## config.mk

```make
export PLATFORM = sky130hd
export DESIGN_NAME = fzin_port
export DESIGN_NICKNAME = d
export VERILOG_FILES = /design/src/rtl/fzin_pkg.sv /design/src/rtl/fzin_soc_timer.sv /design/src/rtl/fzin_seq.sv /design/src/rtl/fzin_wr_reg.sv /design/src/rtl/fzin_port.sv
export SDC_FILE = /design/constraint.sdc
export NUM_CORES = 1
export LEC_CHECK = 0
export BUFFER_PORTS_ARGS = -buffer_cell sky130_fd_sc_hd__buf_2
export CAP_MARGIN = 10
export CORE_ASPECT_RATIO = 1.4
export CORE_UTILIZATION = 50
export DETAILED_ROUTE_END_ITERATION = 8
export PLACE_DENSITY = 0.82
export REMOVE_ABC_BUFFERS = 1
export SYNTH_ARGS = -nofsm -noshare
export SYNTH_HDL_FRONTEND = slang
export SYNTH_SLANG_ARGS = --single-unit
```

## constraint.sdc

```tcl
create_clock -name clk -period 3.13 [get_ports clk]
set_input_delay 0.313 -clock clk [delete_from_list [all_inputs] [get_ports clk]]
set_output_delay 0.313 -clock clk [all_outputs]
set_load 0.05 [all_outputs]
```

## src/rtl/fzin_pkg.sv

```systemverilog
package fzin_pkg;
  typedef enum logic [2:0] {
    ST_LOAD  = 3'd0,
    ST_CONV  = 3'd1,
    ST_OPEN  = 3'd2,
    ST_START = 3'd3,
    ST_RUN   = 3'd4
  } fzin_state_e;
endpackage

```

## src/rtl/fzin_soc_timer.sv

```systemverilog
module fzin_soc_timer #(
  parameter int PLEN_W = 4
) (
  input  logic              clk,
  input  logic              rst_n,
  input  logic              load,
  input  logic [PLEN_W-1:0] len,
  output logic              done,
  output logic              soc
);
  logic [PLEN_W-1:0] cnt_q;

  always_ff @(posedge clk) begin
    if (!rst_n)            cnt_q <= '0;
    else if (load)         cnt_q <= len;
    else if (cnt_q != '0)  cnt_q <= cnt_q - 1'b1;
  end

  assign done = (cnt_q == '0);
  assign soc  = !done;

  // a running pulse only shortens, one step per cycle
  p_soc_count_r8: assert property (@(posedge clk) disable iff (!rst_n)
    (soc && !load) |=> (cnt_q == $past(cnt_q) - 1'b1));
endmodule

```

## src/rtl/fzin_seq.sv

```systemverilog
module fzin_seq
  import fzin_pkg::*;
#(
  parameter int SEL_W = 3
) (
  input  logic             clk,
  input  logic             rst_n,
  input  logic             in_valid,
  input  logic             in_last,
  input  logic             core_busy,
  input  logic             tmr_done,
  input  logic [SEL_W-1:0] cfg_last_idx,
  output logic             in_ready,
  output logic             accept,
  output logic             tmr_load,
  output logic             core_start,
  output logic [SEL_W-1:0] next_idx
);
  fzin_state_e state_q, state_d;
  logic [SEL_W-1:0] idx_q;

  assign in_ready   = (state_q == ST_OPEN) && !core_busy;
  assign accept     = in_valid && in_ready;
  assign core_start = (state_q == ST_START);
  assign tmr_load   = (state_q == ST_LOAD)
                    || (accept && !in_last)
                    || ((state_q == ST_RUN) && !core_busy);
  assign next_idx   = idx_q;

  always_comb begin
    state_d = state_q;
    case (state_q)
      ST_LOAD:  state_d = ST_CONV;
      ST_CONV:  if (tmr_done) state_d = ST_OPEN;
      ST_OPEN:  if (accept) state_d = in_last ? ST_START : ST_CONV;
      ST_START: state_d = ST_RUN;
      ST_RUN:   if (!core_busy) state_d = ST_CONV;
      default:  state_d = ST_LOAD;
    endcase
  end

  always_ff @(posedge clk) begin
    if (!rst_n) begin
      state_q <= ST_LOAD;
      idx_q   <= '0;
    end else begin
      state_q <= state_d;
      if (accept) begin
        if (in_last || idx_q == cfg_last_idx) idx_q <= '0;
        else                                  idx_q <= idx_q + 1'b1;
      end
    end
  end

  // start is a single-cycle pulse
  p_start_single_r4: assert property (@(posedge clk) disable iff (!rst_n)
    core_start |=> !core_start);
  // closing word rewinds the index
  p_last_rewind_r4: assert property (@(posedge clk) disable iff (!rst_n)
    (accept && in_last) |=> (next_idx == '0));
  // index never passes the configured top
  p_idx_bound_r7: assert property (@(posedge clk) disable iff (!rst_n)
    (next_idx <= cfg_last_idx));
endmodule

```

## src/rtl/fzin_wr_reg.sv

```systemverilog
module fzin_wr_reg #(
  parameter int DATA_W = 8,
  parameter int SEL_W  = 3
) (
  input  logic              clk,
  input  logic              rst_n,
  input  logic              take,
  input  logic [SEL_W-1:0]  sel_in,
  input  logic [DATA_W-1:0] data_in,
  output logic              we,
  output logic [SEL_W-1:0]  sel_out,
  output logic [DATA_W-1:0] data_out
);
  always_ff @(posedge clk) begin
    if (!rst_n) begin
      we       <= 1'b0;
      sel_out  <= '0;
      data_out <= '0;
    end else begin
      we <= take;
      if (take) begin
        sel_out  <= sel_in;
        data_out <= data_in;
      end
    end
  end
endmodule

```

## src/rtl/fzin_port.sv

```systemverilog
module fzin_port #(
  parameter int DATA_W = 8,
  parameter int SEL_W  = 3,
  parameter int PLEN_W = 4
) (
  input  logic              clk,
  input  logic              rst_n,
  input  logic              cfg_rdy_pol,
  input  logic [SEL_W-1:0]  cfg_last_idx,
  input  logic [PLEN_W-1:0] cfg_pulse_len,
  input  logic              in_valid,
  input  logic [DATA_W-1:0] in_data,
  input  logic [SEL_W-1:0]  in_sel,
  input  logic              in_last,
  output logic              rdy_pin,
  output logic [SEL_W-1:0]  next_idx,
  output logic              soc_pulse,
  output logic              var_we,
  output logic [SEL_W-1:0]  var_sel,
  output logic [DATA_W-1:0] var_data,
  output logic              core_start,
  input  logic              core_busy
);
  logic in_ready, accept, tmr_load, tmr_done;

  fzin_seq #(.SEL_W(SEL_W)) u_seq (
    .clk(clk), .rst_n(rst_n), .in_valid(in_valid), .in_last(in_last),
    .core_busy(core_busy), .tmr_done(tmr_done), .cfg_last_idx(cfg_last_idx),
    .in_ready(in_ready), .accept(accept), .tmr_load(tmr_load),
    .core_start(core_start), .next_idx(next_idx)
  );

  fzin_soc_timer #(.PLEN_W(PLEN_W)) u_timer (
    .clk(clk), .rst_n(rst_n), .load(tmr_load), .len(cfg_pulse_len),
    .done(tmr_done), .soc(soc_pulse)
  );

  fzin_wr_reg #(.DATA_W(DATA_W), .SEL_W(SEL_W)) u_wr (
    .clk(clk), .rst_n(rst_n), .take(accept), .sel_in(in_sel),
    .data_in(in_data), .we(var_we), .sel_out(var_sel), .data_out(var_data)
  );

  assign rdy_pin = cfg_rdy_pol ? in_ready : !in_ready;

  // a taken word shows up on the write port next cycle
  p_write_follows_r2: assert property (@(posedge clk) disable iff (!rst_n)
    (in_valid && in_ready) |=>
      (var_we && var_sel == $past(in_sel) && var_data == $past(in_data)));
  // offers during a busy core are dropped
  p_busy_drop_r5: assert property (@(posedge clk) disable iff (!rst_n)
    core_busy |=> !var_we);
  // ready never overlaps the conversion pulse
  p_pulse_before_ready_r8: assert property (@(posedge clk) disable iff (!rst_n)
    soc_pulse |-> !in_ready);
  // busy follows start
  p_busy_after_start_r9: assert property (@(posedge clk) disable iff (!rst_n)
    core_start |=> !in_ready);
endmodule

```

==> run summary, run 1 <==
Status = finished clean
Area growth, synth to finish = 24.8%
Antenna violations before repair = 0
Area leader, netlist = dfxtp_1
Starting Density = 0.532
Post-synthesis mux area share = 0.00954
Synth Area in XOR/XNOR = 0.0501
Root buf cell = clkbuf_4
# hold bufs at CTS = 0
Met2 Track Usage GR = 0.367
Fin crit period = 2030 ps
Yosys top cell area share = 0.420
Fin cells = 184
GRT Max-Usage Layer = met2
Core Region = 1970 sq um
Pin count of the biggest net entering global routing = 26
Complex-gate fraction of the synthesized area = 0.182
Die footprint = 2290 sq um
Number of global-route vias before repair = 847
Final wirelength = 2030 um
DR pass1 iterations = 4
Setup_tns = 0 ps
Max Cap Viol = 0
Worst EP arrival = 1720 ps
Worst clock skew = 5.58 ps
Critical path fanouts, max = 7
Fin crit share = 0.648
Grt met3 use = 0.0280
Port Buf Inserts = 41
Clock sink count = 22
Main area contributors after synthesis = dfxtp_1 42%, nand2_1 11%, a21boi_0 10%
Simple-gate share of the synthesized area = 0.269
# nets final = 191
Slowest cell delay on critical path = 540 ps
Worst-path clk slew = 130 ps
Ports = 42
Async set-reset flop share out of synthesis = 0
Max Freq = 0.493 GHz
Max Slew Vio Count = 0
Power density cells = 638 nW/um^2
First-pass GRT wire length = 3340 um
Crit-path leading delay family = simple AND/OR/NAND/NOR gates
Slowest cell on the critical path = or3b_2
Synth Area per Inst = 8.47 sq um
Crit path kind = reg2out
DP Cell Count = 180
Met1 Use GR = 0.220
Residual DRC = 0
WHS = 241 ps
Synth Warn # = 0
Gr ovfl total = 0
Design Area, Final = 1310 sq um
Number of flops mapped to enable cells by yosys = 0
WL/cell = 11.0 um
Share of cells above drive strength 1 = 0.288
Slew Limit Headroom = 0.439
CP cell instances = inv_1 > ha_1 > or3b_2 > buf_2
Post-Place Cell Area = 1260 sq um
Post-synth design cell area = 1050 sq um
Number of inserted diodes = 0
Mapped Cells = 124
Most common cell in the synthesized netlist = nand2_1
Synth top cells by count = 31 x nand2_1, 22 x dfxtp_1, 14 x a21boi_0
Post-Synth Adder-Cell Area = 0.0358
Post-CTS Resized = 0
CP Launch Type = register
Placer Congestion = 0.698
Vias = 964
Vias per inst = 5.24
Die X = 40.7 um
H-Tree Depth = 1
CTS tree = built
Placement row count = 19
Critical Path Sink Type = output pin
Unrepaired setup endpoints after global routing = false
Largest family of logic cells by synthesized area = simple AND/OR/NAND/NOR gates
Top_reg_cell synth = dfxtp_1
Bufs on Longest Clock Path = 2
Worst-Skew Late Latency = 300 ps
Post-route ant nets = 0
Yosys cell types = 35
Final HPWL DP = 1550 um
Worst-margin pin slew = 839 ps
Static Leakage = 0.577 nW
Final Hold Violating Endpoints = 0
Starting DRT DRC Count = 5
Post-synthesis sequential area ratio = 0.420
Worst Path Buf+Inv = 2
VDD IR max = 589 uV
CTS Buf Count = 3
Tot GR Track Use = 0.197
Setup violations, final = 0
Hold Path Class = in2reg
Die Ht = 56.2 um
Postcts setup bufs = 0
Worst Path Required = 2820 ps
Seq cells post-synth = 22
Total power = 0.000835 W
## cells by family after synthesis
family | count (synthesis)
buf+inv | 9
fa+ha+maj | 3
simple gates | 56
flops | 22
xor+xnor | 6
mux | 1
compound gates | 27
## area by class of cell
type                            count  area (sq um)
Fill cell                         179           663
Multi-Input combinational cell     93           574
Sequential cell                    22           440
Timing Repair Buffer               41           205
Clock inverter                      1          30.0
Tap cell                           21          26.3
Clock buffer                        3          22.5
Inverter                            3          11.3
## metal layers
layer | part of all wire | up-vias | wire length, um
met5 | 0 | - | 0
met2 | 0.54 | 28 | 1090
met1 | 0.41 | 432 | 834
li1 | - | 502 | -
met4 | 0.0049 | 0 | 10
met3 | 0.047 | 2 | 96
## placed cells by master, fill, tap and decap left out
| master | count |
|---|---|
| o22ai_1 | 1 |
| or2_1 | 1 |
| xor2_1 | 1 |
| a32oi_1 | 1 |
| nand2_1 | 31 |
| ha_1 | 3 |
| xnor2_1 | 5 |
| nor3_1 | 1 |
| o21ai_0 | 5 |
| o31ai_1 | 1 |
| dfxtp_1 | 22 |
| nor2_1 | 5 |
| nand2b_1 | 2 |
| inv_1 | 3 |
| a21boi_0 | 14 |
| buf_2 | 41 |
| nand3_1 | 3 |
| o2111ai_1 | 1 |
| nand4b_1 | 1 |
| bufinv_16 | 1 |
| nand3b_1 | 1 |
| nor4b_1 | 1 |
| nor3b_1 | 3 |
| and3b_1 | 1 |
| clkbuf_4 | 3 |
| a21boi_1 | 1 |
| o21a_1 | 1 |
| and4bb_2 | 1 |
| and2_1 | 1 |
| or3b_2 | 1 |
| or4b_1 | 1 |
| mux2i_1 | 1 |
| nand4_1 | 1 |
| or3b_1 | 1 |
| a21oi_1 | 1 |
| o211a_1 | 1 |
## power breakdown
part / internal [W] / total, W / switching (W)
Clock: 0.000129 / 0.000213 / 0.0000841
Combinational: 0.000108 / 0.000281 / 0.000174
Sequential: 0.000313 / 0.000341 / 0.0000281
## worst reg2reg max path, delay by kind of cell, from the launching register on
kind	cells	cell delay (ps)
flip-flops	1	450
AND/OR/NAND/NOR	3	1360
AO/OA/AOI/OAI	1	140
## metrics by stage
| step | util | worst slack (ps) |
|---|---|---|
| detailed placement | 0.637 | 1150 |
| CTS | 0.664 | 1090 |
| finish | 0.664 | 1100 |
| global route | 0.664 | 924 |
| global placement | 0.637 | 1230 |
| floorplan | - | 1200 |
## registers in the layout (all words and copies together), names as in the netlist
register,count
u_timer.cnt_q,4
u_wr.we,1
u_seq.state_q,3
u_seq.next_idx,3
u_wr.data_out,8
u_wr.sel_out,3
## final timing paths
path / start / to / slack (ps) / cells after the start
worst max-delay path: u_timer.cnt_q[0] / soc_pulse / 1100 / 4
worst min register to register: u_wr.data_out[5] / u_wr.data_out[5] / 470 / 2
worst min-delay path: cfg_pulse_len[2] / u_timer.cnt_q[2] / 240 / 3
worst max register to register: u_seq.state_q[1] / u_seq.next_idx[0] / 1130 / 4
(Power assumes the default switching activity.)
==> run 2, diff against run 1 <==
--- a/config.mk
+++ b/config.mk
@@ -5,12 +5,13 @@
 export SDC_FILE = /design/constraint.sdc
 export NUM_CORES = 1
 export LEC_CHECK = 0
+export ABC_AREA = 1
 export BUFFER_PORTS_ARGS = -buffer_cell sky130_fd_sc_hd__buf_2
 export CAP_MARGIN = 10
 export CORE_ASPECT_RATIO = 1.4
-export CORE_UTILIZATION = 50
+export CORE_UTILIZATION = 42
 export DETAILED_ROUTE_END_ITERATION = 8
-export PLACE_DENSITY = 0.82
+export PLACE_DENSITY = 0.73
 export REMOVE_ABC_BUFFERS = 1
 export SYNTH_ARGS = -nofsm -noshare
 export SYNTH_HDL_FRONTEND = slang
==> constraint.sdc (replaced) <==
create_clock -name clk -period 1.7 [get_ports clk]
set_input_delay 0.17 -clock clk [delete_from_list [all_inputs] [get_ports clk]]
set_output_delay 0.17 -clock clk [all_outputs]
set_load 0.05 [all_outputs]
==> run summary, run 2 <==
Post-synthesis sequential area ratio = 0.409 (was 0.420)
Final HPWL DP = 1710 um (was 1550 um)
Clock sink count = 22 (unchanged)
Filler cells = 246 (was 179)
Commonest non-fill, non-tap cell in the layout = buf_2 (unchanged)
Root buf cell = clkbuf_4 (unchanged)
Critical path's most frequent cell = nor2_4
Post-Synth Adder-Cell Area = 0.0348 (was 0.0358)
Placement row count = 21 (was 19)
Final wirelength = 2220 um (was 2030 um)
Combinational fraction of design power = 0.495 (was 0.337)
Area leader, netlist = dfxtp_1 (unchanged)
Worst clock skew = 5.28 ps (was 5.58 ps)
R2R cell count = 8 (was 4)
VDD IR max = 672 uV (was 589 uV)
Unrepaired setup endpoints after global routing = false (unchanged)
Met1 Use GR = 0.192 (was 0.220)
Static Leakage = 0.625 nW (was 0.577 nW)
Mapped Cells = 139 (was 124)
Worst-Skew Late Latency = 300 ps (about the same)
CTS tree = built (unchanged)
Antenna violations before repair = 0 (unchanged)
Post-synthesis mux area share = 0 (was 0.00954)
Vias = 1017 (was 964)
Post-route ant nets = 0 (unchanged)
Most frequent cells in the layout = 39 x buf_2, 35 x nand2_1, 20 x a21oi_1, 20 x dfxtp_1, 15 x inv_1 (was 41 x buf_2, 31 x nand2_1, 22 x dfxtp_1)
Worst-path clk slew = 120 ps (was 130 ps)
Worst Path Required = 1530 ps (was 2820 ps)
Crit path kind = reg2out (unchanged)
Reg2reg end = u_timer.cnt_q[1] (was u_seq.next_idx[0])
Main area contributors after synthesis = dfxtp_1 41%, nand2_1 12%, a21oi_1 9.3% (was dfxtp_1 42%, nand2_1 11%, a21boi_0 10%)
Biggest register = u_wr.data_out (unchanged)
Worst Hold Endpoint = u_timer.cnt_q[0] (was u_timer.cnt_q[2])
Post-synth design cell area = 1080 sq um (was 1050 sq um)
DR pass1 iterations = 4 (unchanged)
Critical path fanouts, max = 6 (was 7)
Clock network fraction of design power = 0.126 (was 0.255)
Critical Path Sink Type = output pin (unchanged)
Yosys cell types = 23 (was 35)
Power density cells = 1350 nW/um^2 (was 638 nW/um^2)
Ports = 42 (unchanged)
CP cell instances = nor2_4 > nand2_2 > nor2_4 > xnor2_1 > buf_4 (was inv_1 > ha_1 > or3b_2 > buf_2)
Core Region = 2420 sq um (was 1970 sq um)
Regs by FF count = u_wr.data_out x8, u_timer.cnt_q x4 (unchanged)
Share of cells above drive strength 1 = 0.320 (was 0.288)
Final Hold Violating Endpoints = 0 (unchanged)
Number of flops mapped to enable cells by yosys = 0 (unchanged)
WL/cell = 10.3 um (was 11.0 um)
Yosys top cell area share = 0.409 (was 0.420)
Residual DRC = 0 (unchanged)
DP Cell Count = 212 (was 180)
Switch share = 0.436 (was 0.342)
Simple-gate share of the synthesized area = 0.288 (was 0.269)
Status = finished clean (unchanged)
P_int = 0.00102 W (was 0.000550 W)
Flop2flop setup slack = 360 ps (was 1130 ps)
Starting Density = 0.446 (was 0.532)
Port Buf Inserts = 41 (unchanged)
Die X = 44.8 um (was 40.7 um)
Post-route setup slack = 141 ps (was 1100 ps)
Psw = 0.000788 W (was 0.000286 W)
Met2 Track Usage GR = 0.307 (was 0.367)
H-Tree Depth = 1 (unchanged)
Die Ht = 61.9 um (was 56.2 um)
Most common cell in the synthesized netlist = nand2_1 (unchanged)
Synth top cells by count = 35 x nand2_1, 22 x dfxtp_1, 20 x a21oi_1 (was 31 x nand2_1, 22 x dfxtp_1, 14 x a21boi_0)
Slowest cell delay on critical path = 390 ps (was 540 ps)
Max reg flops = 8 (unchanged)
Largest family of logic cells by synthesized area = simple AND/OR/NAND/NOR gates (unchanged)
Bufs on Longest Clock Path = 2 (unchanged)
Synth Warn # = 0 (unchanged)
CTS Buf Count = 3 (unchanged)
GRT Max-Usage Layer = met2 (unchanged)
Vias per inst = 4.73 (was 5.24)
Fin util = 0.555 (was 0.664)
Fin crit share = 0.917
Async set-reset flop share out of synthesis = 0 (unchanged)
First-pass GRT wire length = 3480 um (was 3340 um)
Hold Crit Depth = 3 (unchanged)
Share of power burned in registers = 0.379 (was 0.408)
Tot GR Track Use = 0.167 (was 0.197)
Fin crit period = 1560 ps
Top_reg_cell synth = dfxtp_1 (unchanged)
Placer Congestion = 0.776 (was 0.698)
WHS = 92.4 ps (was 241 ps)
Slowest cell on the critical path = dfxtp_1 (was or3b_2)
Starting DRT DRC Count = 19 (was 5)
Grt met3 use = 0.0202 (was 0.0280)
Worst R2R Start = u_timer.cnt_q[1] (was u_seq.state_q[1])
Number of inserted diodes = 0 (unchanged)
HP Start = cfg_pulse_len[0] (was cfg_pulse_len[2])
CP Launch Type = register (unchanged)
Pin count of the biggest net entering global routing = 17 (was 26)
Setup violations, final = 0 (unchanged)
# hold bufs at CTS = 0 (unchanged)
Slew Limit Headroom = 0.678 (was 0.439)
Worst EP arrival = 1390 ps (was 1720 ps)
Area growth, synth to finish = 24.6% (was 24.8%)
Die footprint = 2770 sq um (was 2290 sq um)
Seq cells post-synth = 22 (unchanged)
Complex-gate fraction of the synthesized area = 0.120 (was 0.182)
Max Freq = 0.642 GHz
Max Cap Viol = 0 (unchanged)
Number of global-route vias before repair = 911 (was 847)
Max Slew Vio Count = 0 (unchanged)
Gr ovfl total = 0 (unchanged)
Worst-margin pin slew = 482 ps (was 839 ps)
Pre-CTS WS = 388 ps (was 1150 ps)
Fin cells = 215 (was 184)
Hold Path Class = in2reg (unchanged)
Synth Area in XOR/XNOR = 0.0732 (was 0.0501)
Synth Area per Inst = 7.75 sq um (was 8.47 sq um)
# nets final = 210 (was 191)
-- run 2: layout make-up --
class,count,area [sq um],share of cell area
Inverter,16,61.3,0.0457
Clock buffer,3,22.5,0.0168
Tap cell,34,42.5,0.0317
Multi-Input combinational cell,98,556,0.414
Timing Repair Buffer,42,218,0.162
Sequential cell,22,443,0.330
-- run 2: logic make-up (layout without fill, tap and decap cells) --
logic type      count (synthesis)  after routing
xor+xnor                        9              9
simple gates                   63             63
compound gates                 23             23
flops                          22             22
fa+ha+maj                       3              3
buf+inv                        19             61
-- run 2: worst max-delay path by stage --
stage / cells past startpoint / slack (ps) / startpoint / endpoint
floorplan: 4 / -220 / u_seq.state_q[0] / u_seq.state_q[2]
global placement: 5 / 440 / u_seq.state_q[2] / rdy_pin
detailed placement: 8 / 390 / u_timer.cnt_q[0] / u_timer.cnt_q[1]
CTS: 5 / 60 / u_seq.state_q[2] / rdy_pin
global route: 5 / 30 / u_seq.state_q[2] / rdy_pin
finish: 5 / 140 / u_seq.state_q[2] / rdy_pin
-- run 2: critical path: cells and delay by family, from the launching register on --
family | cells | cell delay, ps
buf+inv | 1 | 220
simple gates | 3 | 370
xor+xnor | 1 | 120
flops | 1 | 390
-- run 2: timing repair --
| item | in CTS | in global routing |
|---|---|---|
| setup endpoints to repair | 0 | 2 |
| buffers inserted | 0 | 0 |
| hold endpoints to repair | 0 | 0 |
| resized for setup | 0 | 5 |
-- run 2: layer usage --
metal	share of wire	vias to the layer above
li1	-	531
met1	0.43	449
met2	0.51	33
met3	0.052	4
met4	0.012	0
met5	0	-
-- run 2: stage by stage --
| step | power (W) | instance area, sq um | TNS [ps] |
|---|---|---|---|
| 4_1_cts | 0.00182 | 1340 | 0 |
| 3_5_place_dp | 0.00159 | 1310 | 0 |
| 2_1_floorplan | 0.00139 | 1060 | -315 |
| 5_1_grt | 0.00195 | 1340 | 0 |
| 6_report | 0.00181 | 1340 | 0 |
| 3_3_place_gp | 0.00156 | 1310 | 0 |
-- run 2: power by group through the flow --
stage / logic (W) / registers, W / clock network [W]
finish: 0.000896 / 0.000686 / 0.000228
global route: 0.000997 / 0.000695 / 0.000260
CTS: 0.000900 / 0.000681 / 0.000239
detailed placement: 0.000895 / 0.000692 / 0
global placement: 0.000869 / 0.000686 / 0
floorplan: 0.000664 / 0.000730 / 0
